### src/rtl/msi_req_pkg.sv
package msi_req_pkg;
  localparam logic [7:0] OFS_CMD = 8'h04;
  localparam logic [7:0] OFS_CTL = 8'h50;
  localparam logic [7:0] OFS_ADL = 8'h54;
  localparam logic [7:0] OFS_ADH = 8'h58;
  localparam logic [7:0] OFS_DAT = 8'h5C;
  localparam logic [7:0] OFS_MSK = 8'h60;

  localparam int LEGACY_BIT = 10;
  localparam int ENABLE_BIT = 16;
  localparam int COUNT_LSB  = 20;
  localparam int COUNT_W    = 3;

  typedef enum logic [1:0] {
    ST_SENT = 2'd0,
    ST_PEND = 2'd1,
    ST_DROP = 2'd2
  } msi_status_e;
endpackage

### src/rtl/msi_cfg_regs.sv
module msi_cfg_regs
  import msi_req_pkg::*;
#(
  parameter int NUM_VEC = 32,
  parameter int VEC_W   = $clog2(NUM_VEC),
  parameter int MDATA_W = 16
) (
  input  logic               clk,
  input  logic               rst_n,
  input  logic               wr_en,
  input  logic [7:0]         wr_ofs,
  input  logic [31:0]        wr_data,
  output logic               legacy_off,
  output logic               msi_en,
  output logic [VEC_W-1:0]   vec_field_mask,
  output logic [63:0]        msg_addr,
  output logic [MDATA_W-1:0] msg_data,
  output logic [NUM_VEC-1:0] vec_mask
);
  logic               legacy_q, legacy_n;
  logic               en_q, en_n;
  logic [COUNT_W-1:0] cnt_q, cnt_n;
  logic [31:0]        adl_q, adl_n, adh_q, adh_n;
  logic [MDATA_W-1:0] dat_q, dat_n;
  logic [NUM_VEC-1:0] msk_q, msk_n;
  logic               ce_cmd, ce_ctl, ce_adl, ce_adh, ce_dat, ce_msk;
  logic [COUNT_W-1:0] cnt_eff;

  always_comb begin
    ce_cmd = wr_en && (wr_ofs == OFS_CMD);
    ce_ctl = wr_en && (wr_ofs == OFS_CTL);
    ce_adl = wr_en && (wr_ofs == OFS_ADL);
    ce_adh = wr_en && (wr_ofs == OFS_ADH);
    ce_dat = wr_en && (wr_ofs == OFS_DAT);
    ce_msk = wr_en && (wr_ofs == OFS_MSK);
  end

  always_comb begin
    legacy_n = ce_cmd ? wr_data[LEGACY_BIT] : legacy_q;
    en_n     = ce_ctl ? wr_data[ENABLE_BIT] : en_q;
    cnt_n    = ce_ctl ? wr_data[COUNT_LSB +: COUNT_W] : cnt_q;
    adl_n    = ce_adl ? wr_data : adl_q;
    adh_n    = ce_adh ? wr_data : adh_q;
    dat_n    = ce_dat ? wr_data[MDATA_W-1:0] : dat_q;
    msk_n    = ce_msk ? wr_data[NUM_VEC-1:0] : msk_q;
  end

  always_ff @(posedge clk or negedge rst_n) begin
    if (!rst_n) begin
      legacy_q <= 1'b0;
      en_q     <= 1'b0;
      cnt_q    <= '0;
      adl_q    <= '0;
      adh_q    <= '0;
      dat_q    <= '0;
      msk_q    <= '0;
    end else begin
      legacy_q <= legacy_n;
      en_q     <= en_n;
      cnt_q    <= cnt_n;
      adl_q    <= adl_n;
      adh_q    <= adh_n;
      dat_q    <= dat_n;
      msk_q    <= msk_n;
    end
  end

  // Field values beyond what NUM_VEC supports are clipped to the maximum.
  always_comb begin
    if (int'(cnt_q) > VEC_W) cnt_eff = COUNT_W'(VEC_W);
    else                     cnt_eff = cnt_q;
  end

  for (genvar i = 0; i < VEC_W; i++) begin : g_fmask
    assign vec_field_mask[i] = (i < int'(cnt_eff));
  end

  assign legacy_off = legacy_q;
  assign msi_en     = en_q;
  assign msg_addr   = {adh_q, adl_q};
  assign msg_data   = dat_q;
  assign vec_mask   = msk_q;
endmodule

### src/rtl/msi_pend_arb.sv
module msi_pend_arb #(
  parameter int NUM_VEC = 32,
  parameter int VEC_W   = $clog2(NUM_VEC)
) (
  input  logic               clk,
  input  logic               rst_n,
  input  logic [NUM_VEC-1:0] set_bits,
  input  logic [NUM_VEC-1:0] clr_bits,
  input  logic [NUM_VEC-1:0] vec_mask,
  output logic [NUM_VEC-1:0] pending,
  output logic               rep_any,
  output logic [VEC_W-1:0]   rep_idx
);
  logic [NUM_VEC-1:0] pend_q, pend_n, eligible;

  always_comb pend_n = (pend_q | set_bits) & ~clr_bits;

  always_ff @(posedge clk or negedge rst_n) begin
    if (!rst_n) pend_q <= '0;
    else        pend_q <= pend_n;
  end

  assign eligible = pend_q & ~vec_mask;
  assign rep_any  = |eligible;

  // Lowest-numbered eligible vector wins.
  always_comb begin
    rep_idx = '0;
    for (int i = NUM_VEC - 1; i >= 0; i--) begin
      if (eligible[i]) rep_idx = VEC_W'(i);
    end
  end

  assign pending = pend_q;
endmodule

### src/rtl/msi_wr_port.sv
module msi_wr_port #(
  parameter int ADDR_W = 64,
  parameter int DATA_W = 32
) (
  input  logic              clk,
  input  logic              rst_n,
  input  logic              load,
  input  logic [ADDR_W-1:0] ld_addr,
  input  logic [DATA_W-1:0] ld_data,
  input  logic              ready,
  output logic              valid,
  output logic [ADDR_W-1:0] addr,
  output logic [DATA_W-1:0] data,
  output logic              taken
);
  logic              vld_q, vld_n;
  logic [ADDR_W-1:0] addr_q;
  logic [DATA_W-1:0] data_q;

  assign taken = vld_q && ready;

  always_comb begin
    vld_n = vld_q;
    if (taken) vld_n = 1'b0;
    if (load)  vld_n = 1'b1;
  end

  always_ff @(posedge clk or negedge rst_n) begin
    if (!rst_n) vld_q <= 1'b0;
    else        vld_q <= vld_n;
  end

  // Payload registers load only when a new write is launched.
  always_ff @(posedge clk or negedge rst_n) begin
    if (!rst_n) begin
      addr_q <= '0;
      data_q <= '0;
    end else if (load) begin
      addr_q <= ld_addr;
      data_q <= ld_data;
    end
  end

  assign valid = vld_q;
  assign addr  = addr_q;
  assign data  = data_q;
endmodule

### src/rtl/msi_req_ctrl.sv
module msi_req_ctrl
  import msi_req_pkg::*;
#(
  parameter int NUM_VEC = 32,
  parameter int MDATA_W = 16,
  localparam int VEC_W  = $clog2(NUM_VEC)
) (
  input  logic               clk,
  input  logic               rst_n,
  input  logic               cfg_wr_en,
  input  logic [7:0]         cfg_wr_ofs,
  input  logic [31:0]        cfg_wr_data,
  input  logic               app_req,
  input  logic [VEC_W-1:0]   app_vec,
  output logic               app_ack,
  output logic [1:0]         app_status,
  output logic               wr_valid,
  input  logic               wr_ready,
  output logic [63:0]        wr_addr,
  output logic [31:0]        wr_data,
  output logic [NUM_VEC-1:0] msi_pending,
  output logic               legacy_irq_off
);
  logic               msi_en;
  logic [VEC_W-1:0]   fmask;
  logic [63:0]        msg_addr;
  logic [MDATA_W-1:0] msg_data;
  logic [NUM_VEC-1:0] vec_mask;
  logic [NUM_VEC-1:0] set_bits, clr_bits, pend;
  logic               rep_any;
  logic [VEC_W-1:0]   rep_idx;
  logic               accept, load_app, load_rep, load, taken;
  logic [VEC_W-1:0]   eff_vec, out_vec;
  logic [31:0]        ld_data;
  msi_status_e        code;
  logic               ack_q, ack_n;
  msi_status_e        st_q, st_n;
  logic               rinf_q, rinf_n;
  logic [VEC_W-1:0]   rvec_q, rvec_n;

  msi_cfg_regs #(.NUM_VEC(NUM_VEC), .VEC_W(VEC_W), .MDATA_W(MDATA_W)) u_cfg (
    .clk(clk), .rst_n(rst_n), .wr_en(cfg_wr_en), .wr_ofs(cfg_wr_ofs),
    .wr_data(cfg_wr_data), .legacy_off(legacy_irq_off), .msi_en(msi_en),
    .vec_field_mask(fmask), .msg_addr(msg_addr), .msg_data(msg_data),
    .vec_mask(vec_mask)
  );

  msi_pend_arb #(.NUM_VEC(NUM_VEC), .VEC_W(VEC_W)) u_pend (
    .clk(clk), .rst_n(rst_n), .set_bits(set_bits), .clr_bits(clr_bits),
    .vec_mask(vec_mask), .pending(pend), .rep_any(rep_any), .rep_idx(rep_idx)
  );

  msi_wr_port #(.ADDR_W(64), .DATA_W(32)) u_wr (
    .clk(clk), .rst_n(rst_n), .load(load), .ld_addr(msg_addr),
    .ld_data(ld_data), .ready(wr_ready), .valid(wr_valid), .addr(wr_addr),
    .data(wr_data), .taken(taken)
  );

  // Replays take precedence; new requests wait for an empty output slot.
  assign eff_vec = app_vec & fmask;
  assign accept  = app_req && !ack_q && !wr_valid && !rep_any;

  always_comb begin
    if (!msi_en)                code = ST_DROP;
    else if (vec_mask[eff_vec]) code = ST_PEND;
    else                        code = ST_SENT;
  end

  assign load_app = accept && (code == ST_SENT);
  assign load_rep = rep_any && !wr_valid;
  assign load     = load_app || load_rep;
  assign out_vec  = load_rep ? (rep_idx & fmask) : eff_vec;

  always_comb begin
    ld_data = 32'(msg_data);
    ld_data[VEC_W-1:0] = (msg_data[VEC_W-1:0] & ~fmask) | out_vec;
  end

  always_comb begin
    set_bits = '0;
    clr_bits = '0;
    if (accept && (code == ST_PEND)) set_bits[eff_vec] = 1'b1;
    if (taken && rinf_q)             clr_bits[rvec_q]  = 1'b1;
  end

  always_comb begin
    ack_n  = accept;
    st_n   = accept ? code : st_q;
    rinf_n = rinf_q;
    rvec_n = rvec_q;
    if (taken)    rinf_n = 1'b0;
    if (load_rep) begin
      rinf_n = 1'b1;
      rvec_n = rep_idx;
    end else if (load_app) begin
      rinf_n = 1'b0;
    end
  end

  always_ff @(posedge clk or negedge rst_n) begin
    if (!rst_n) begin
      ack_q  <= 1'b0;
      st_q   <= ST_SENT;
      rinf_q <= 1'b0;
      rvec_q <= '0;
    end else begin
      ack_q  <= ack_n;
      st_q   <= st_n;
      rinf_q <= rinf_n;
      rvec_q <= rvec_n;
    end
  end

  assign app_ack     = ack_q;
  assign app_status  = st_q;
  assign msi_pending = pend;
endmodule

### config.mk
export PLATFORM = sky130hd
export DESIGN_NAME = msi_req_ctrl
export DESIGN_NICKNAME = d
export VERILOG_FILES = /design/src/rtl/msi_req_pkg.sv /design/src/rtl/msi_cfg_regs.sv /design/src/rtl/msi_pend_arb.sv /design/src/rtl/msi_wr_port.sv /design/src/rtl/msi_req_ctrl.sv
export SDC_FILE = /design/constraint.sdc
export NUM_CORES = 1
export LEC_CHECK = 0
export CORE_MARGIN = 2
export CORE_UTILIZATION = 61
export CTS_CLUSTER_DIAMETER = 60
export CTS_CLUSTER_SIZE = 25
export DETAILED_ROUTE_END_ITERATION = 8
export DONT_BUFFER_PORTS = 1
export PLACE_DENSITY = 0.82
export SYNTH_ARGS = -nofsm -noshare
export SYNTH_HDL_FRONTEND = slang
export SYNTH_SLANG_ARGS = --single-unit
export TNS_END_PERCENT = 5
### constraint.sdc
create_clock -name clk -period 5.2 [get_ports clk]
set_clock_uncertainty 0.05 [all_clocks]
set_input_delay 0.52 -clock clk [delete_from_list [all_inputs] [get_ports clk]]
set_output_delay 0.52 -clock clk [all_outputs]
set_load 0.01 [all_outputs]
==> flow_metrics.py, run 1 <==
metrics = {
    "logic_synthesis": {
        "seq_area_frac_synth": 0.5485,
        "synth_fa_ha_area_frac": 0,
        "synth_seq_cells": 239,
        "syn-instance-count": 847,
        "ys_async_sr_fraction": 1.000,
        "synth.avg_cell_area_um2": 12.87,
        "ys_types": 63,
        "syn_area_um2": 10900,
        "synth_top_family_by_area": "multiplexers",
        "synthSimpleGateAreaFrac": 0.08951,
        "synth.mux.area_fraction": 0.2348,
        "synth_enable_flop_cells": 0,
        "synth_ff_type": "dfrtp_1",
        "synth_compound_area_frac": 0.07838,
        "yosysWarningCount": 0,
        "synthXorXnorAreaFrac": 0,
    },
    "finish": {
        "areaGrowthSynthToFinish_pct": 5.692,
        "final_common_cell": "dfrtp_1",
        "layout_common_cells": "239 x dfrtp_1, 126 x mux2_2, 70 x mux2_4, 44 x nand2_1, 39 x inv_1",
        "final_cell_area_um2": 11520,
        "fillCellCount": 1273,
        "nets": 884,
        "regArea_um2": 5981,
        "diodes": 0,
        "multiInputGateArea_um2": 4466,
        "final_util": 0.6639,
        "layout-drive-gt1-share": 0.2852,
    },
    "placement": {
        "hpwl_um": 17590,
        "gp_congestion": 0.9948,
        "placed_cell_area_um2": 10910,
        "portBuffers": 0,
    },
    "setup_path": {
        "end_kind": "flop",
        "cp_data_required_time_ns": 5.53,
        "cp_max_fo": 45,
        "crit_path_start_kind": "flop",
        "setup.worst_path.class": "flop to flop",
        "cp_data_arrival_time_ns": 4.00,
        "rrSetupSlack_ns": 1.53,
    },
    "timing": {
        "finalSetupViolCount": 0,
        "hold_viol_final": 239,
        "fin_setup_tns_ns": 0,
        "slew_headroom": 0.1801,
        "rsz0062_at_grt": "no",
        "max_freq_mhz": 272.5,
        "post-route-period-util": 0.7056,
        "post-route-min-period_ns": 3.669,
        "worst_pin_slew_ns": 1.223,
        "hold_ws_ns": -0.3335,
        "slew_violations": 0,
    },
    "global_route": {
        "grtUsageTotal": 0.2668,
        "first_global_vias": 6729,
        "grt_pass1_wl_um": 38110,
        "grt_overflow_total": 0,
        "grt_max_degree": 240,
        "antenna_found_initial": 0,
    },
    "clocking": {
        "cts-htree-levels": 1,
        "cts_inserted_buffers": 17,
        "cts.sinks": 239,
        "clock_latency_ns": 0.50,
        "clk_pin_slew_ns": 0.09,
        "ctsResizeCount": 0,
        "cts.path.max_buffers": 3,
        "post_cts_buffers": 0,
        "cts_tree": "yes",
        "cts-root-buf": "clkbuf_16",
    },
    "die": {
        "die_h_um": 137.7,
        "start_util": 0.6282,
        "rows": 48,
        "coreArea_um2": 17360,
        "ioPinCount": 183,
        "fp.dieW_um": 137.7,
        "dieArea_um2": 18960,
    },
    "hold_path": {
        "hold_class": "input pin to async pin",
    },
    "pwr": {
        "powerDensity_nw_per_um2": 419.7,
        "vdd_drop_max_mv": 0.3383,
        "leakage_nw": 5.537,
    },
    "routing": {
        "routed_wl_um": 25010,
        "first_iter_violations": 579,
        "wl_per_cell_um": 23.37,
        "vias_per_cell": 6.287,
        "postRouteAntennaNets": 0,
        "first_pass_iters": 7,
        "drc": 0,
        "vias": 6727,
    },
    "outcome": {
        "outcome": "finished with violations",
        "violations": "negative hold slack",
    },
    "flow_run": {
        "cap_violations": 0,
    },
}
-- stage by stage --
stage | setup slack [ns] | std cells | hold WS [ns] | total power [mW]
global placement | 1.695 | 1040 | 0.1799 | 3.378
detailed placement | 1.632 | 1040 | 0.1826 | 3.405
CTS | 1.611 | 1070 | -0.3501 | 4.864
finish | 1.531 | 1070 | -0.3335 | 4.836
floorplan | 2.245 | 862 | 0.1744 | 3.347
global route | 1.496 | 1070 | -0.3512 | 5.016
-- final cells by class --
class,instances,share of cell area
sequential,239,0.5190
multi-input combinational,532,0.3875
clock buffer,19,0.03844
tap,225,0.02443
clock inverter,11,0.01466
inverter,39,0.01270
timing repair buffer,5,0.003257
-- routing by layer --
layer / vias up / wire, µm / track usage
li1: 2941 / - / -
met2: 326 / 11660 / 0.4185
met4: 0 / 671 / 0.08163
met3: 50 / 2463 / 0.08646
met1: 3410 / 10220 / 0.3568
met5: - / 0 / 0
-- registers in the layout (all words and copies together), names as in the netlist --
signal,cells
u_cfg.adh_q,32
u_cfg.adl_q,32
u_cfg.msg_data,16
u_wr.data,16
u_cfg.msi_en,1
u_pend.pending,32
app_status,2
rvec_q,5
u_wr.valid,1
u_cfg.vec_mask,32
app_ack,1
u_cfg.legacy_off,1
u_cfg.cnt_q,3
rinf_q,1
u_wr.addr,64
-- critical path, stage by stage (launching register included) --
cell     delay (ns)
dfrtp_1        0.47
nor2b_4        0.18
or4b_4         0.58
nor4_4         0.41
and4_1         0.50
nand2_4        0.12
o21ai_4        0.15
buf_4          0.66
mux2_4         0.35
-- cells by family after synthesis --
group                  after synthesis
AOI/OAI and AO/OA                  133
buffers and inverters               91
DFF                                239
muxes                              205
other                                1
and+or+nand+nor                    178
-- synth_stat cells, types with 5 or more instances --
cell type | number | area, µm²
dfrtp_1 | 239 | 5981
mux2_2 | 126 | 1419
mux2_4 | 70 | 1051
nand2_1 | 44 | 165.2
inv_1 | 39 | 146.4
a21oi_1 | 38 | 190.2
nor2_1 | 31 | 116.4
o21ai_0 | 23 | 115.1
clkbuf_1 | 20 | 75.07
nand2b_1 | 20 | 125.1
nor2b_1 | 19 | 118.9
o22ai_1 | 17 | 106.4
buf_4 | 16 | 120.1
nand3_1 | 11 | 55.05
nor3_1 | 10 | 50.05
mux2i_1 | 9 | 90.09
nand4_1 | 8 | 50.05
o211ai_1 | 8 | 60.06
o221ai_1 | 8 | 70.07
buf_12 | 7 | 140.1
a211oi_1 | 6 | 45.04
o31ai_1 | 6 | 45.04
and2_1 | 5 | 31.28
or3_1 | 5 | 31.28
-- final timing paths --
path | start | endpoint | depth (start not counted)
max | u_pend.pending[23]$_DFF_PN0_ | u_wr.addr[52]$_DFFE_PN0P_ | 8
min | rst_n | u_cfg.msg_data[10]$_DFFE_PN0P_ | 0
max reg2reg | u_pend.pending[23]$_DFF_PN0_ | u_wr.addr[52]$_DFFE_PN0P_ | 8
min reg2reg | u_cfg.msg_data[7]$_DFFE_PN0P_ | u_wr.data[7]$_DFFE_PN0P_ | 1
max in group asynchronous | rst_n | u_cfg.cnt_q[1]$_DFFE_PN0P_ | 0
min in group clk | wr_ready | u_wr.valid$_DFFE_PN0P_ | 1
-- power breakdown --
part | internal, mW | leakage [nW] | total (mW) | switching (mW)
clock | 0.755 | 0.290 | 1.46 | 0.708
combinational | 0.491 | 1.96 | 0.953 | 0.462
sequential | 2.10 | 3.29 | 2.42 | 0.319
Power figures use the tool's default switching activity.
==> inputs of run 2 (changes only) <==
--- a/config.mk
+++ b/config.mk
@@ -6,12 +6,12 @@
 export NUM_CORES = 1
 export LEC_CHECK = 0
 export CORE_MARGIN = 2
-export CORE_UTILIZATION = 61
+export CORE_UTILIZATION = 57
 export CTS_CLUSTER_DIAMETER = 60
 export CTS_CLUSTER_SIZE = 25
 export DETAILED_ROUTE_END_ITERATION = 8
 export DONT_BUFFER_PORTS = 1
-export PLACE_DENSITY = 0.82
+export PLACE_DENSITY = 0.8
 export SYNTH_ARGS = -nofsm -noshare
 export SYNTH_HDL_FRONTEND = slang
 export SYNTH_SLANG_ARGS = --single-unit
==> constraint.sdc (replaced) <==
create_clock -name clk -period 3.3 [get_ports clk]
set_clock_uncertainty 0.05 [all_clocks]
set_input_delay 0.33 -clock clk [delete_from_list [all_inputs] [get_ports clk]]
set_output_delay 0.33 -clock clk [all_outputs]
set_load 0.01 [all_outputs]
==> run 2 against run 1 <==
  * The flow still finishes with violations (negative hold slack)
  * Clock power grew 45%
  * Cell count up 5.0%
  * Die area is 6.8% higher
  * Non-clock buffer count increased by 48
  * Clock-buffer cell count down 1
  * Maximum frequency is 16% higher
  * Worst hold slack got worse by 0.21 ns
  * Power increased by 56%
==> flow_metrics.py, run 2 (synthesis gave the netlist of run 1 again) <==
metrics = {
    "outcome": {
        "outcome": "finished with violations",
        "violations": "negative hold slack",
    },
    "placement": {
        "dp_cells": 1064,
        "portBuffers": 0,
        "gp_congestion": 0.9573,
        "post-place-ws_ns": -0.005554,
        "hpwl_um": 18520,
    },
    "finish": {
        "final_common_cell": "dfrtp_1",
        "layout_common_cells": "239 x dfrtp_1, 126 x mux2_2, 70 x mux2_4, 44 x nand2_1, 39 x inv_1",
        "largest_reg_flops": 64,
        "nets": 931,
        "areaGrowthSynthToFinish_pct": 9.513,
        "fin_cells": 1123,
        "regArea_um2": 5981,
        "fillCellCount": 1370,
        "layout-drive-gt1-share": 0.2868,
        "final_util": 0.6362,
        "multiInputGateArea_um2": 4468,
        "diodes": 0,
    },
    "clocking": {
        "clk_pin_slew_ns": 0.10,
        "cts-htree-levels": 1,
        "ctsHoldBuffers": 33,
        "cts_tree": "yes",
        "cts-root-buf": "clkbuf_16",
        "cts.path.max_buffers": 3,
        "cts.sinks": 239,
        "clock_latency_ns": 0.51,
        "post_cts_buffers": 0,
        "cts_inserted_buffers": 16,
    },
    "setup_path": {
        "critPathCapture": "u_wr.addr[16]$_DFFE_PN0P_",
        "cp_max_fo": 45,
        "cp_data_required_time_ns": 3.62,
        "regToRegEndpoint": "u_wr.addr[16]$_DFFE_PN0P_",
        "rrSetupSlack_ns": 0.14,
        "ff2ff_path_depth": 8,
        "critPathSlowestCell": "dfrtp_1",
        "critPathMaxStageDelay_ns": 0.55,
        "crit_path_start_kind": "flop",
        "reg2reg_from": "u_cfg.cnt_q[1]$_DFFE_PN0P_",
        "cp-startpoint": "u_cfg.cnt_q[1]$_DFFE_PN0P_",
        "setup.worst_path.class": "flop to flop",
        "end_kind": "flop",
        "cp_data_arrival_time_ns": 3.49,
        "path_cells": "o21a_2, or3_1, a31oi_1, o21ai_1, a32o_1, o21ai_4, buf_12, mux2_4",
    },
    "timing": {
        "slew_headroom": 0.4038,
        "worst_pin_slew_ns": 0.8875,
        "max_freq_mhz": 316.2,
        "hold_ws_ns": -0.5415,
        "hold_viol_final": 239,
        "slew_violations": 0,
        "finalSetupViolCount": 0,
        "worst_slack_ns": 0.1373,
        "post-route-period-util": 0.9584,
        "rsz0062_at_grt": "no",
        "post-route-min-period_ns": 3.163,
    },
    "die": {
        "start_util": 0.5809,
        "coreArea_um2": 18770,
        "die_h_um": 142.3,
        "dieArea_um2": 20250,
        "rows": 50,
        "ioPinCount": 183,
        "fp.dieW_um": 142.3,
    },
    "pwr": {
        "powerDensity_nw_per_um2": 632.6,
        "leakage_nw": 5.735,
        "vdd_drop_max_mv": 0.5234,
    },
    "hold_path": {
        "hold_class": "input pin to async pin",
    },
    "routing": {
        "first_iter_violations": 462,
        "drc": 0,
        "wl_per_cell_um": 23.17,
        "vias_per_cell": 6.051,
        "vias": 6795,
        "postRouteAntennaNets": 0,
        "first_pass_iters": 4,
        "routed_wl_um": 26020,
    },
    "flow_run": {
        "cap_violations": 0,
    },
    "global_route": {
        "grtUsageTotal": 0.2582,
        "grt_overflow_total": 0,
        "antenna_found_initial": 0,
        "grt_max_degree": 240,
        "grt_pass1_wl_um": 40250,
        "first_global_vias": 6856,
    },
}
==> run 2: worst min-delay path by stage <==
stage | from | end | slack (ns) | cells after the start
6_report | rst_n | u_wr.addr[27]$_DFFE_PN0P_ | -0.54 | 0
3_5_place_dp | rst_n | u_wr.addr[27]$_DFFE_PN0P_ | -0.008 | 0
5_1_grt | rst_n | u_wr.addr[26]$_DFFE_PN0P_ | -0.55 | 0
3_3_place_gp | rst_n | u_wr.addr[27]$_DFFE_PN0P_ | -0.007 | 0
4_1_cts | rst_n | u_wr.addr[27]$_DFFE_PN0P_ | -0.55 | 0
2_1_floorplan | rst_n | app_ack$_DFF_PN0_ | -0.02 | 0
==> run 2: area by class of cell <==
cell class | count | share of cell area
Tap cell | 234 | 0.02452
Timing Repair Buffer | 53 | 0.04233
Inverter | 39 | 0.01226
Clock inverter | 8 | 0.009012
Multi-Input combinational cell | 532 | 0.3742
Sequential cell | 239 | 0.5009
Clock buffer | 18 | 0.03678
==> run 2: per-layer routing <==
layer | vias to the layer above | part of all wire | GRT usage
li1 | 3057 | - | -
met1 | 3453 | 0.46 | 0.3744
met2 | 250 | 0.46 | 0.4033
met3 | 35 | 0.067 | 0.05989
met4 | 0 | 0.016 | 0.05263
met5 | - | 0 | 0
==> run 2: through the flow <==
stage	total power, mW	cell area [µm²]	TNS [ns]
6_report	7.554	11940	0
5_1_grt	7.852	11940	0
4_1_cts	7.596	11940	0
3_5_place_dp	5.442	11060	-0.005554
3_3_place_gp	5.394	11060	0
2_1_floorplan	5.274	10960	0
==> run 2: critical path: cells and delay by family, from the launching register on <==
kind | cells | cell delay, ns
AOI/OAI and AO/OA | 5 | 1.31
DFF | 1 | 0.55
and+or+nand+nor | 1 | 0.39
muxes | 1 | 0.34
buffers and inverters | 1 | 0.33
==> run 2: timing repair <==
| item | 4_1_cts | 5_1_grt |
|---|---|---|
| gates resized for setup | 1 | 1 |
| pin swaps | 0 | 0 |
| endpoints found under the hold margin | 358 | 239 |
| endpoints found under the setup margin | 6 | 62 |
==> run 2: power by group <==
part	internal (mW)	switching, mW	leakage, nW
Combinational	0.853	0.775	2.18
Clock	1.02	1.09	0.267
Sequential	3.31	0.508	3.29
Total	5.18	2.37	5.74
